`config.mk`:
```
export PLATFORM = sky130hd
export DESIGN_NAME = pwm_dual_timebase
export DESIGN_NICKNAME = d
export VERILOG_FILES = /design/src/rtl/pwm_pkg.sv /design/src/rtl/pwm_timebase.sv /design/src/rtl/pwm_deadband.sv /design/src/rtl/pwm_irq_gen.sv /design/src/rtl/pwm_dual_timebase.sv
export SDC_FILE = /design/constraint.sdc
export NUM_CORES = 1
export LEC_CHECK = 0
export BUFFER_PORTS_ARGS = -buffer_cell sky130_fd_sc_hd__buf_2
export CORE_ASPECT_RATIO = 1.5
export CORE_MARGIN = 1.5
export CORE_UTILIZATION = 30
export DETAILED_ROUTE_END_ITERATION = 10
export GPL_TIMING_DRIVEN = 0
export SKIP_LAST_GASP = 1
export SYNTH_ARGS = -nofsm -noshare
export SYNTH_HDL_FRONTEND = slang
export SYNTH_SLANG_ARGS = --single-unit
```
`constraint.sdc`:
```
create_clock -name clk -period 6.2 [get_ports clk]
set_clock_uncertainty 0.15 [all_clocks]
set_input_delay 0 -clock clk [delete_from_list [all_inputs] [get_ports clk]]
set_output_delay 0 -clock clk [all_outputs]
set_load 0.005 [all_outputs]
```
`src/rtl/pwm_pkg.sv`:
```
package pwm_pkg;
  // Per-timebase event flags shared by the counters and their users
  typedef struct packed {
    logic at_peak;  // counter sits at its half-period value while running
    logic wrap;     // counter will be zero after the next edge
  } tb_flags_t;
endpackage

```
`src/rtl/pwm_timebase.sv`:
```
module pwm_timebase
  import pwm_pkg::*;
#(
  parameter int CNT_W = 16,
  parameter int HALF  = 10
) (
  input  logic             clk,
  input  logic             rst_n,
  input  logic             en,
  input  logic             resync,
  output logic [CNT_W-1:0] cnt,
  output tb_flags_t        flags
);
  localparam logic [CNT_W-1:0] TOP    = CNT_W'(HALF);
  localparam logic [CNT_W-1:0] TOP_M1 = CNT_W'(HALF - 1);
  localparam logic [CNT_W-1:0] ONE    = CNT_W'(1);

  logic [CNT_W-1:0] cnt_q, cnt_d;
  logic             up_q, up_d;

  // next-state: triangle 0..HALF..1, forced to zero by disable or resync
  always_comb begin
    cnt_d = cnt_q;
    up_d  = up_q;
    if (!en || resync) begin
      cnt_d = '0;
      up_d  = 1'b1;
    end else if (up_q) begin
      cnt_d = cnt_q + ONE;
      if (cnt_q == TOP_M1) up_d = 1'b0;
    end else begin
      cnt_d = cnt_q - ONE;
      if (cnt_q == ONE) up_d = 1'b1;
    end
  end

  always_ff @(posedge clk or negedge rst_n) begin
    if (!rst_n) begin
      cnt_q <= '0;
      up_q  <= 1'b1;
    end else begin
      cnt_q <= cnt_d;
      up_q  <= up_d;
    end
  end

  assign cnt           = cnt_q;
  assign flags.at_peak = en && (cnt_q == TOP);
  assign flags.wrap    = (cnt_d == '0);
endmodule

```
`src/rtl/pwm_deadband.sv`:
```
module pwm_deadband #(
  parameter int DT_W = 6
) (
  input  logic            clk,
  input  logic            rst_n,
  input  logic            en,
  input  logic            raw,
  input  logic [DT_W-1:0] dt,
  output logic            hi,
  output logic            lo
);
  localparam logic [DT_W-1:0] RUN_MAX = '1;

  logic            raw_q, raw_d;
  logic [DT_W-1:0] run_q, run_d;
  logic            hi_q, hi_d, lo_q, lo_d;
  logic            changed;

  // run_d counts cycles the raw level has been stable, saturating
  always_comb begin
    changed = (raw != raw_q);
    raw_d   = en ? raw : 1'b0;
    if (!en || changed)        run_d = '0;
    else if (run_q == RUN_MAX) run_d = RUN_MAX;
    else                       run_d = run_q + DT_W'(1);
    hi_d = en &&  raw && (run_d >= dt);
    lo_d = en && !raw && (run_d >= dt);
  end

  always_ff @(posedge clk or negedge rst_n) begin
    if (!rst_n) begin
      raw_q <= 1'b0;
      run_q <= '0;
      hi_q  <= 1'b0;
      lo_q  <= 1'b0;
    end else begin
      raw_q <= raw_d;
      run_q <= run_d;
      hi_q  <= hi_d;
      lo_q  <= lo_d;
    end
  end

  assign hi = hi_q;
  assign lo = lo_q;
endmodule

```
`src/rtl/pwm_irq_gen.sv`:
```
module pwm_irq_gen #(
  parameter int DLY = 3
) (
  input  logic clk,
  input  logic rst_n,
  input  logic en,
  input  logic fast_peak,
  input  logic slow_wrap,
  output logic irq
);
  localparam int STAGES = (DLY < 1) ? 1 : DLY;

  logic              pair_q, pair_d;
  logic              req;
  logic [STAGES-1:0] pipe_q, pipe_d;

  // pair_q marks the second peak of each pair; realigned at the slow wrap
  always_comb begin
    pair_d = pair_q;
    if (!en || slow_wrap) pair_d = 1'b0;
    else if (fast_peak)   pair_d = ~pair_q;
    req = en && fast_peak && pair_q;
    pipe_d = '0;
    if (en) begin
      pipe_d[0] = req;
      for (int k = 1; k < STAGES; k++) pipe_d[k] = pipe_q[k-1];
    end
  end

  always_ff @(posedge clk or negedge rst_n) begin
    if (!rst_n) begin
      pair_q <= 1'b0;
      pipe_q <= '0;
    end else begin
      pair_q <= pair_d;
      pipe_q <= pipe_d;
    end
  end

  assign irq = pipe_q[STAGES-1];
endmodule

```
`src/rtl/pwm_dual_timebase.sv`:
```
module pwm_dual_timebase
  import pwm_pkg::*;
#(
  parameter int CNT_W     = 16,
  parameter int FAST_HALF = 10,
  parameter int RATIO     = 10,
  parameter int PHASES    = 3,
  parameter int DT_W      = 6,
  parameter int ISR_DLY   = 3
) (
  input  logic                    clk,
  input  logic                    rst_n,
  input  logic                    en,
  input  logic [DT_W-1:0]         dead_time,
  input  logic                    pfc_cmp_wr,
  input  logic [CNT_W-1:0]        pfc_cmp_in,
  input  logic [PHASES-1:0]       inv_cmp_wr,
  input  logic [PHASES*CNT_W-1:0] inv_cmp_in,
  output logic [1:0]              pfc_pwm,
  output logic [PHASES-1:0]       inv_hi,
  output logic [PHASES-1:0]       inv_lo,
  output logic                    pfc_soc,
  output logic                    inv_soc,
  output logic                    isr_req
);
  localparam int SLOW_HALF = RATIO * FAST_HALF;
  localparam logic [CNT_W:0] FAST_TOP_X = (CNT_W+1)'(FAST_HALF);

  logic [CNT_W-1:0] fast_cnt, slow_cnt;
  tb_flags_t        fast_f, slow_f;

  // slow inverter timebase, never resynced itself
  pwm_timebase #(.CNT_W(CNT_W), .HALF(SLOW_HALF)) u_slow (
    .clk(clk), .rst_n(rst_n), .en(en), .resync(1'b0),
    .cnt(slow_cnt), .flags(slow_f)
  );

  // fast boost timebase, re-phased at every slow wrap
  pwm_timebase #(.CNT_W(CNT_W), .HALF(FAST_HALF)) u_fast (
    .clk(clk), .rst_n(rst_n), .en(en), .resync(slow_f.wrap),
    .cnt(fast_cnt), .flags(fast_f)
  );

  // ---------------- boost stage compare ----------------
  logic [CNT_W-1:0] pfc_sh_q, pfc_sh_d, pfc_act_q, pfc_act_d;
  logic             pfc_sh_ce, pfc_act_ce;
  logic [CNT_W:0]   pfc_sum;
  logic [1:0]       pfc_raw, pfc_pwm_q, pfc_pwm_d;

  always_comb begin
    pfc_sh_ce  = pfc_cmp_wr;
    pfc_act_ce = fast_f.wrap;
    pfc_sh_d   = pfc_cmp_in;
    pfc_act_d  = pfc_sh_q;
    pfc_sum    = {1'b0, fast_cnt} + {1'b0, pfc_act_q};
    pfc_raw[0] = (fast_cnt < pfc_act_q);
    pfc_raw[1] = (pfc_sum > FAST_TOP_X);
    pfc_pwm_d  = en ? pfc_raw : 2'b00;
  end

  always_ff @(posedge clk or negedge rst_n) begin
    if (!rst_n) begin
      pfc_sh_q  <= '0;
      pfc_act_q <= '0;
      pfc_pwm_q <= 2'b00;
    end else begin
      if (pfc_sh_ce)  pfc_sh_q  <= pfc_sh_d;
      if (pfc_act_ce) pfc_act_q <= pfc_act_d;
      pfc_pwm_q <= pfc_pwm_d;
    end
  end

  assign pfc_pwm = pfc_pwm_q;

  // ---------------- inverter phases ----------------
  for (genvar i = 0; i < PHASES; i++) begin : g_phase
    logic [CNT_W-1:0] sh_q, sh_d, act_q, act_d;
    logic             sh_ce, act_ce, raw;

    always_comb begin
      sh_ce  = inv_cmp_wr[i];
      act_ce = slow_f.wrap;
      sh_d   = inv_cmp_in[i*CNT_W +: CNT_W];
      act_d  = sh_q;
      raw    = en && (slow_cnt < act_q);
    end

    always_ff @(posedge clk or negedge rst_n) begin
      if (!rst_n) begin
        sh_q  <= '0;
        act_q <= '0;
      end else begin
        if (sh_ce)  sh_q  <= sh_d;
        if (act_ce) act_q <= act_d;
      end
    end

    pwm_deadband #(.DT_W(DT_W)) u_db (
      .clk(clk), .rst_n(rst_n), .en(en), .raw(raw), .dt(dead_time),
      .hi(inv_hi[i]), .lo(inv_lo[i])
    );
  end

  // ---------------- triggers ----------------
  assign pfc_soc = fast_f.at_peak;
  assign inv_soc = slow_f.at_peak;

  pwm_irq_gen #(.DLY(ISR_DLY)) u_irq (
    .clk(clk), .rst_n(rst_n), .en(en),
    .fast_peak(fast_f.at_peak), .slow_wrap(slow_f.wrap),
    .irq(isr_req)
  );
endmodule

```
Word-level counts from Yosys, hierarchy flattened
Cells that the tools add are included.

operators by class
  add/sub/neg operators = 8
  order comparisons = 8
  equality and inequality tests = 12
  multiplexer cells = 25
  bitwise operators = 1
  reductions and logical operators = 30

operators with widths
  cell                                                                               count
  16-bit < comparator                                                                4
  16-bit 2-to-1 mux                                                                  4
  6-bit 2-to-1 mux                                                                   6
  16-bit by 1-bit adder with 16-bit output (second input constant)                   2
  16-bit by 1-bit equality test with 1-bit output (second input constant)            2
  16-bit by 4-bit equality test with 1-bit output (second input constant)            2
  16-bit by 7-bit equality test with 1-bit output (second input constant)            2
  16-bit zero test                                                                   2
  16-bit by 1-bit subtractor with 16-bit output (second input constant)              2
  1-bit logical AND                                                                  19
  6-bit by 1-bit adder with 6-bit output (second input constant)                     3
  6-bit equality test (second input constant)                                        3
  6-bit greater-or-equal comparator                                                  3
  16-bit by 16-bit adder with 17-bit output                                          1
  17-bit by 4-bit greater-than comparator with 1-bit output (second input constant)  1
  1-bit 2-to-1 mux                                                                   13
  1-bit zero test                                                                    4
  1-bit logical OR                                                                   4
  3-bit 2-to-1 mux                                                                   1
  1-bit != test                                                                      3
  2-bit 2-to-1 mux                                                                   1
  2-bit nonzero test                                                                 1
  1-bit NOT                                                                          1

word-level totals
  register bits = 195
  input port bits = 77
  output and inout port bits = 11
  word-level logic and storage cells = 111

Logic depth before layout (Yosys ltp)
Gate-level depths: netlist of run 1.

  depth after elaboration = 7
  depth in mapped cells = 19
  gate-level depth less buffers = 19

Hierarchy
From an unflattened synthesis of run 1, not the netlist that was laid out.

second synthesis, totals
  cell total of the unflattened synthesis = 1200
  area, all modules = 11718.7 um^2

modules (own cells, without submodules)
  module                  instances  cells each  area an instance (um^2)
  pwm_dual_timebase       1          713         7250.7
  pwm_deadband            3          57          554.3
  pwm_timebase at u_slow  1          159         1387.6
  pwm_timebase at u_fast  1          148         1276.2
  pwm_irq_gen             1          9           141.4

Worst setup path after synthesis of run 1
OpenSTA, ideal clock, no wires.

  path kind = reg-to-reg
  start point = register u_slow.cnt_q[13], in the netlist u_slow.cnt[13]
  end point = register g_phase[1].u_db.hi_q
  data arrival time = 3348 ps
  path slack = 2567 ps
  cell stages (with the launch flop) = 17
  path buffers = 0
  period minus slack after synthesis = 3633 ps
  cells stage by stage = dfrtp_1 ha_1 a21o_1 a21o_1 a21oi_1 nor4b_1 o21ai_0 nand2_1 mux2_2 ha_1 a21o_1 a21o_1 a21o_1 a21oi_1 nor2b_1 o21ai_0 a21oi_1

on the way
  longest elaborated chain between the ends = 7

RTL lines
  what                               line                     text
  from (decl)                        pwm_timebase.sv:18       logic [CNT_W-1:0] cnt_q, cnt_d;
  from (signal assigned)             pwm_timebase.sv:42       cnt_q <= cnt_d;
  16-bit < comparator                pwm_dual_timebase.sv:85  raw = en && (slow_cnt < act_q);
  1-bit logical AND                  pwm_dual_timebase.sv:85
  1-bit != test                      pwm_deadband.sv:21       changed = (raw != raw_q);
  1-bit logical OR                   pwm_deadband.sv:23       if (!en || changed) run_d = '0;
  6-bit 2-to-1 mux                   pwm_deadband.sv:23
  via g_phase[1].u_db.run_d[1]       pwm_deadband.sv:15       logic [DT_W-1:0] run_q, run_d;
  6-bit greater-or-equal comparator  pwm_deadband.sv:26       hi_d = en && raw && (run_d >= dt);
  1-bit logical AND                  pwm_deadband.sv:26
  via g_phase[1].u_db.hi_d           pwm_deadband.sv:16       logic hi_q, hi_d, lo_q, lo_d;
  to (signal assigned)               pwm_deadband.sv:39       hi_q <= hi_d;
  to (decl)                          pwm_deadband.sv:16

The timed path passes the listed nets, and every way through them passes these cells.
A chain may end at the register's enable or synchronous reset.

Final worst setup path of run 1
  start point = register u_slow.cnt_q[9], in the netlist u_slow.cnt[9]
  end point = register g_phase[2].u_db.hi_q

on the way
  longest elaborated chain between the ends = 7

RTL lines
  what                               line
  16-bit < comparator                pwm_dual_timebase.sv:85
  1-bit logical AND                  pwm_dual_timebase.sv:85
  1-bit != test                      pwm_deadband.sv:21
  1-bit logical OR                   pwm_deadband.sv:23
  6-bit 2-to-1 mux                   pwm_deadband.sv:23
  via g_phase[2].u_db.run_d[1]       pwm_deadband.sv:15
  6-bit greater-or-equal comparator  pwm_deadband.sv:26
  1-bit logical AND                  pwm_deadband.sv:26
  via g_phase[2].u_db.hi_d           pwm_deadband.sv:16
  to (signal assigned)               pwm_deadband.sv:39
  to (decl)                          pwm_deadband.sv:16

The timed path passes the listed nets, and every way through them passes these cells.

==> results.ini, run 1 <==
[logic_synthesis]
synth_cells=1140
synth_edf_count=0
synthesis.nets=1323
synth-seq-cells=195
synth_warnings=0
synth.yosys.seq_area_share=0.428
avgSynthCellArea_um2=10.0
synthFlopType=dfrtp_1
synth_cell_type_count=68
syn-cell-area_mm2=0.0114
synthArstFlopShare=1.00

[grt]
grt_pass1_wl_mm=46.1
antenna_found_initial=0
first_global_vias=8974
grt_start_max_net_pins=103
overflow=0
grt_use_total=0.150

[sta]
fmax_mhz=220
max-slew-margin-rel=0.329
drv_slew=0
whs_ps=17.8
max_slew.worst_pin.slew_ps=996
worst_slack_ps=1640
finalHoldViolCount=0
rsz0062_at_grt=false
setup-violations-final=0
fin_tns_setup_ps=0
period_share=0.735
fin_crit_ps=4560

[routing]
drc=0
vias=8843
viasPerCell=4.82
wirelength_mm=28.1
drt_iter0_markers=519
detail_route.first_pass.iterations=5
antenna_left=0
route.detailed.wl_per_inst_um=15.3

[cells_and_area]
final_layout_size_suffix_gt1_frac=0.183
post-route-cell-area_mm2=0.0140
layout_common_cells=dfrtp_1, ha_1, buf_2, nor2_1, dlygate4sd3_1
utilization=0.374
nets=1516
instances_no_fill=1835
syn_to_final_growth_pct=22.9
mostFrequentLayoutCell=dfrtp_1
diodes=0

[job]
cap_violations=0

[clocking]
cts_buffer_depth=2
clkTransAtPathRegs_ps=80
clk_latency_ps=450
cts_buffers=17
clkSinkCount=195
clock-root-buffer=clkbuf_16
htree_levels=4
cts_tree=built
cts_setup_buffers=0

[worst_setup_path]
path_depth=17
r2r_setup_slack_ps=1640
arrival_ps=4690
endpoint_kind=flip-flop
path_cells=ha_1 > a21oi_1 > nor2b_1 > o21ai_0 > nand2b_1 > nor2_1 > o21ai_0 > a21oi_1 > nor3b_1 > ha_1 > a21o_1 > a21o_1 > a21o_1 > a21oi_1 > nor2b_1 > o21ai_0 > a21oi_1
r2r-start=u_slow.cnt[9]$_DFF_PN0_
path_class=reg -> reg
cp_common_cell=a21oi_1
required_ps=6330
slowest_delay_ps=760
r2r-end=g_phase[2].u_db.hi$_DFF_PN0_
crit_buf_inv=0
critPathMaxFanout=10
rr_worst_depth=17
crit_family=compound AO/OA/AOI/OAI gates
crit_slowest_cell=o21ai_0
start_kind=flip-flop

[placed_design]
dpl-instance-area_mm2=0.0125
hpwl_mm=21.1
dp.cells=1713
place_ws_ps=1650
portBuffers=83
place_congestion=0.872

[floorplanning]
core_area_mm2=0.0376
start_util=0.304
fp.dieH_um=242
fp-row-count=87
die_x_um=162
design.die.area_mm2=0.0393
io_pins=88

[pwr]
powerDensity_mw_per_mm2=309
leakage_nw=6.69
vdd_drop_max_uv=205
power_mw=4.33

[run_status]
status=finished, final reports clean

[min_path]
hp-class=in -> async

## routing by layer
metal / GRT usage / share of wire / up-vias
li1: - / - / 4370
met1: 0.169 / 0.40 / 4241
met2: 0.273 / 0.53 / 174
met3: 0.0193 / 0.025 / 58
met4: 0.0777 / 0.043 / 0
met5: 0 / 0 / -
## timing repair
action / in CTS / in global routing
hold endpoints to repair: 167 / 0
hold buffers: 90 / 0
resized for setup: 0 / 0
## cell type report
| cell class | instances | area [µm²] |
|---|---|---|
| Buffer | 54 | 264 |
| Clock inverter | 14 | 216 |
| Tap cell | 489 | 612 |
| Multi-Input combinational cell | 805 | 5950 |
| Fill cell | 3766 | 23500 |
| Inverter | 86 | 323 |
| Timing Repair Buffer | 174 | 1350 |
| Sequential cell | 195 | 4880 |
| Clock buffer | 18 | 429 |
## synthesized netlist by cell type, types with 5 or more instances
cell      instances  area share
xor2_1           20       0.015
mux2_2           82       0.081
clkbuf_1         30      0.0099
a31oi_1           5      0.0027
a211oi_1          5      0.0033
mux2_4           10       0.013
inv_1            86       0.028
and3_1           10      0.0055
a21oi_1          44       0.019
buf_4             6      0.0039
nor3b_1           8      0.0053
ha_1            105        0.12
dfrtp_1         193        0.42
nand4_1          21       0.012
nor2b_1          17      0.0093
mux2i_1          14       0.012
buf_2            13      0.0057
nand2_1          82       0.027
nand2b_1         20       0.011
nor4_1           15      0.0082
o21a_1            5      0.0033
a21o_1           25       0.016
nor4b_1           6      0.0046
nand3_1          13      0.0057
o22ai_1           7      0.0038
nor2_1           93       0.031
nor3_1           25       0.011
o21ai_0          87       0.038
xnor2_1          15       0.012
## report_power, final
| group | switching, mW | internal (mW) | leakage [nW] |
|---|---|---|---|
| Sequential | 0.170 | 1.48 | 2.43 |
| Clock | 0.524 | 0.690 | 0.312 |
| Combinational | 0.819 | 0.649 | 3.95 |
## flip-flops by register name, summed over array words and instances, names as in the netlist
signal / cells
pfc_pwm: 2
u_irq.pipe_q: 3
u_slow.up_q: 1
pfc_act_d: 16
u_fast.cnt: 16
g_phase.u_db.raw_q: 3
g_phase.u_db.run_q: 18
u_irq.pair_q: 1
g_phase.act_q: 48
g_phase.act_d: 48
u_fast.up_q: 1
g_phase.u_db.lo: 3
pfc_act_q: 16
g_phase.u_db.hi: 3
u_slow.cnt: 16
## worst reg2reg max path, stage by stage (launching register included)
cell and delay (ps):
dfrtp_1 570, ha_1 410, a21oi_1 70, nor2b_1 90, o21ai_0 70, nand2b_1 90, nor2_1 50, o21ai_0 760
a21oi_1 360, nor3b_1 430, ha_1 300, a21o_1 150, a21o_1 170, a21o_1 180, a21oi_1 130, nor2b_1 50
o21ai_0 240, a21oi_1 100
## how the worst max path moves through the flow
stage	slack, ps	from	end
global route	1320	u_slow.cnt[9]$_DFF_PN0_	g_phase[2].u_db.hi$_DFF_PN0_
floorplan	2570	u_slow.cnt[13]$_DFF_PN0_	g_phase[1].u_db.hi$_DFF_PN0_
detailed placement	1650	u_slow.cnt[9]$_DFF_PN0_	g_phase[2].u_db.hi$_DFF_PN0_
finish	1640	u_slow.cnt[9]$_DFF_PN0_	g_phase[2].u_db.hi$_DFF_PN0_
global placement	1620	rst_n	pfc_act_d[10]$_DFFE_PN0P_
CTS	1640	u_slow.cnt[9]$_DFF_PN0_	g_phase[2].u_db.hi$_DFF_PN0_
## cell families after synthesis
logic type / Yosys count / synth area share
compound gates: 214 / 0.115
simple gates: 344 / 0.156
flops: 195 / 0.428
xor+xnor: 35 / 0.0268
mux: 106 / 0.106
buf+inv: 140 / 0.0514
fa+ha+maj: 106 / 0.117
Power figures use the tool's default switching activity.
==> inputs of run 2 (changes only) <==
clock period = 3.85 ns   (was 6.2 ns; I/O delays follow)
==> results.ini, run 2 (synthesis results as in run 1) <==
[floorplanning]
design.die.area_mm2=0.0393  ; unchanged
fp.dieH_um=242  ; unchanged
start_util=0.304  ; unchanged
io_pins=88  ; unchanged
die_x_um=162  ; unchanged
fp-row-count=87  ; unchanged
core_area_mm2=0.0376  ; unchanged

[cells_and_area]
syn_to_final_growth_pct=27.7
fill_cells=3726  ; -1.1%
post-route-cell-area_mm2=0.0146  ; +3.9%
nets=1538  ; +1.5%
final_layout_size_suffix_gt1_frac=0.239  ; +0.0563
layout_common_cells=dfrtp_1, ha_1, buf_2, nor2_1, dlygate4sd3_1
diodes=0  ; unchanged
mostFrequentLayoutCell=dfrtp_1

[grt]
antenna_found_initial=0  ; unchanged
grt_pass1_wl_mm=46.5  ; +0.85%
grt_use_total=0.151  ; +0.00109
grt_start_max_net_pins=103  ; unchanged
overflow=0  ; unchanged
first_global_vias=9041  ; +0.75%

[placed_design]
place_congestion=0.872  ; unchanged
portBuffers=83  ; unchanged
place_ws_ps=-703  ; -2350 ps
hpwl_mm=21.1  ; unchanged
dpl-instance-area_mm2=0.0125  ; unchanged

[worst_setup_path]
r2r-start=u_slow.cnt[13]$_DFF_PN0_
arrival_ps=3890  ; -800 ps
r2r_setup_slack_ps=140  ; -1510 ps
path_class=reg -> reg
start_kind=flip-flop
required_ps=4030  ; -2300 ps
setup.worst_path.end=g_phase[2].u_db.hi$_DFF_PN0_
endpoint_kind=flip-flop
critPathMaxFanout=5  ; -5
rr_worst_depth=17  ; unchanged
r2r-end=g_phase[2].u_db.hi$_DFF_PN0_
critPathLaunch=u_slow.cnt[13]$_DFF_PN0_

[routing]
wirelength_mm=28.9  ; +2.6%
drt_iter0_markers=465  ; -10%
antenna_left=0  ; unchanged
vias=9002  ; +1.8%
route.detailed.wl_per_inst_um=15.5  ; +1.4%
drc=0  ; unchanged
detail_route.first_pass.iterations=5  ; unchanged
viasPerCell=4.85  ; +0.59%

[sta]
setup-violations-final=0  ; unchanged
finalHoldViolCount=0  ; unchanged
fmax_mhz=269  ; +23%
whs_ps=6.37  ; -11.4 ps
max-slew-margin-rel=0.472  ; +0.144
max_slew.worst_pin.slew_ps=792  ; -205 ps
drv_slew=0  ; unchanged
fin_tns_setup_ps=0  ; unchanged
rsz0062_at_grt=true
fin_crit_ps=3710  ; -841 ps
worst_slack_ps=136  ; -1510 ps
period_share=0.965  ; +0.230

[clocking]
clock-root-buffer=clkbuf_16
cts_tree=built
clkTransAtPathRegs_ps=80  ; about the same
clk_latency_ps=460  ; about the same
cts_buffers=17  ; unchanged
cts_buffer_depth=2  ; unchanged
htree_levels=4  ; unchanged
clkSinkCount=195  ; unchanged

[pwr]
power_mw=7.11  ; +64%
powerDensity_mw_per_mm2=488  ; +58%
leakage_nw=6.86  ; +2.6%
vdd_drop_max_uv=333  ; +62%

[min_path]
hp-class=in -> reg

[job]
cap_violations=0  ; unchanged

[run_status]
status=finished, final reports clean

==> run 2: where the power goes <==
group	internal, mW	switching (mW)	leakage, nW	total, mW
sequential	2.38	0.275	2.41	2.66
combinational	1.11	1.38	4.13	2.49
clock	1.11	0.848	0.312	1.96
==> run 2: worst min path at each step <==
stage	slack [ps]	depth (start not counted)	endpoint	start
after floorplan	-450	0	g_phase[0].act_d[0]$_DFFE_PN0P_	rst_n
after CTS	0.3	5	g_phase[1].u_db.lo$_DFF_PN0_	dead_time[5]
after detailed placement	-50	1	g_phase[1].act_d[12]$_DFFE_PN0P_	rst_n
after global routing	60	5	g_phase[1].u_db.lo$_DFF_PN0_	dead_time[5]
final	6	5	g_phase[1].u_db.lo$_DFF_PN0_	dead_time[5]
after global placement	80	2	g_phase[2].act_d[14]$_DFFE_PN0P_	inv_cmp_in[46]
==> run 2: what timing repair did <==
item | 4_1_cts | 5_1_grt
hold endpoints to repair | 167 | 0
endpoints found under the setup margin | 16 | 61
resized for setup | 36 | 47
pin swaps | 3 | 28
hold buffers | 90 | 0
buffers inserted | 10 | 12
==> run 2: final cells by class <==
cell class	instances	area, µm²	area share
Multi-Input combinational cell	805	6300	0.432
Sequential cell	195	4890	0.336
Timing Repair Buffer	196	1530	0.105
Tap cell	489	612	0.0420
Clock buffer	18	429	0.0294
Inverter	86	323	0.0221
Buffer	54	273	0.0187
Clock inverter	14	216	0.0148
==> run 2: metrics by stage <==
| step | util | instances |
|---|---|---|
| after detailed placement | 0.332 | 1713 |
| after global placement | 0.331 | 1712 |
| after CTS | 0.379 | 1845 |
| after floorplan | - | 1140 |
| final | 0.388 | 1857 |
| after global routing | 0.388 | 1857 |
==> run 2: per-layer routing <==
metal / vias to the layer above / share of wire / track usage
met1: 4357 / 0.40 / 0.171
met4: 0 / 0.038 / 0.0729
met2: 177 / 0.53 / 0.275
met3: 51 / 0.024 / 0.0219
li1: 4417 / - / -
met5: - / 0 / 0
==> run 2: worst max-delay path: stages (launching register included) <==
cell      delay (ps)
dfrtp_2          500
ha_4             250
a21o_1           170
a21o_1           180
a21oi_2          160
nor4b_4          260
o21ai_4          150
nand2_2          140
mux2i_2          230
ha_1             250
nand2b_1         140
a21o_1           170
a21o_1           170
a21o_1           170
a21oi_1          130
nor2b_1           80
o21ai_2          210
a21oi_2           60
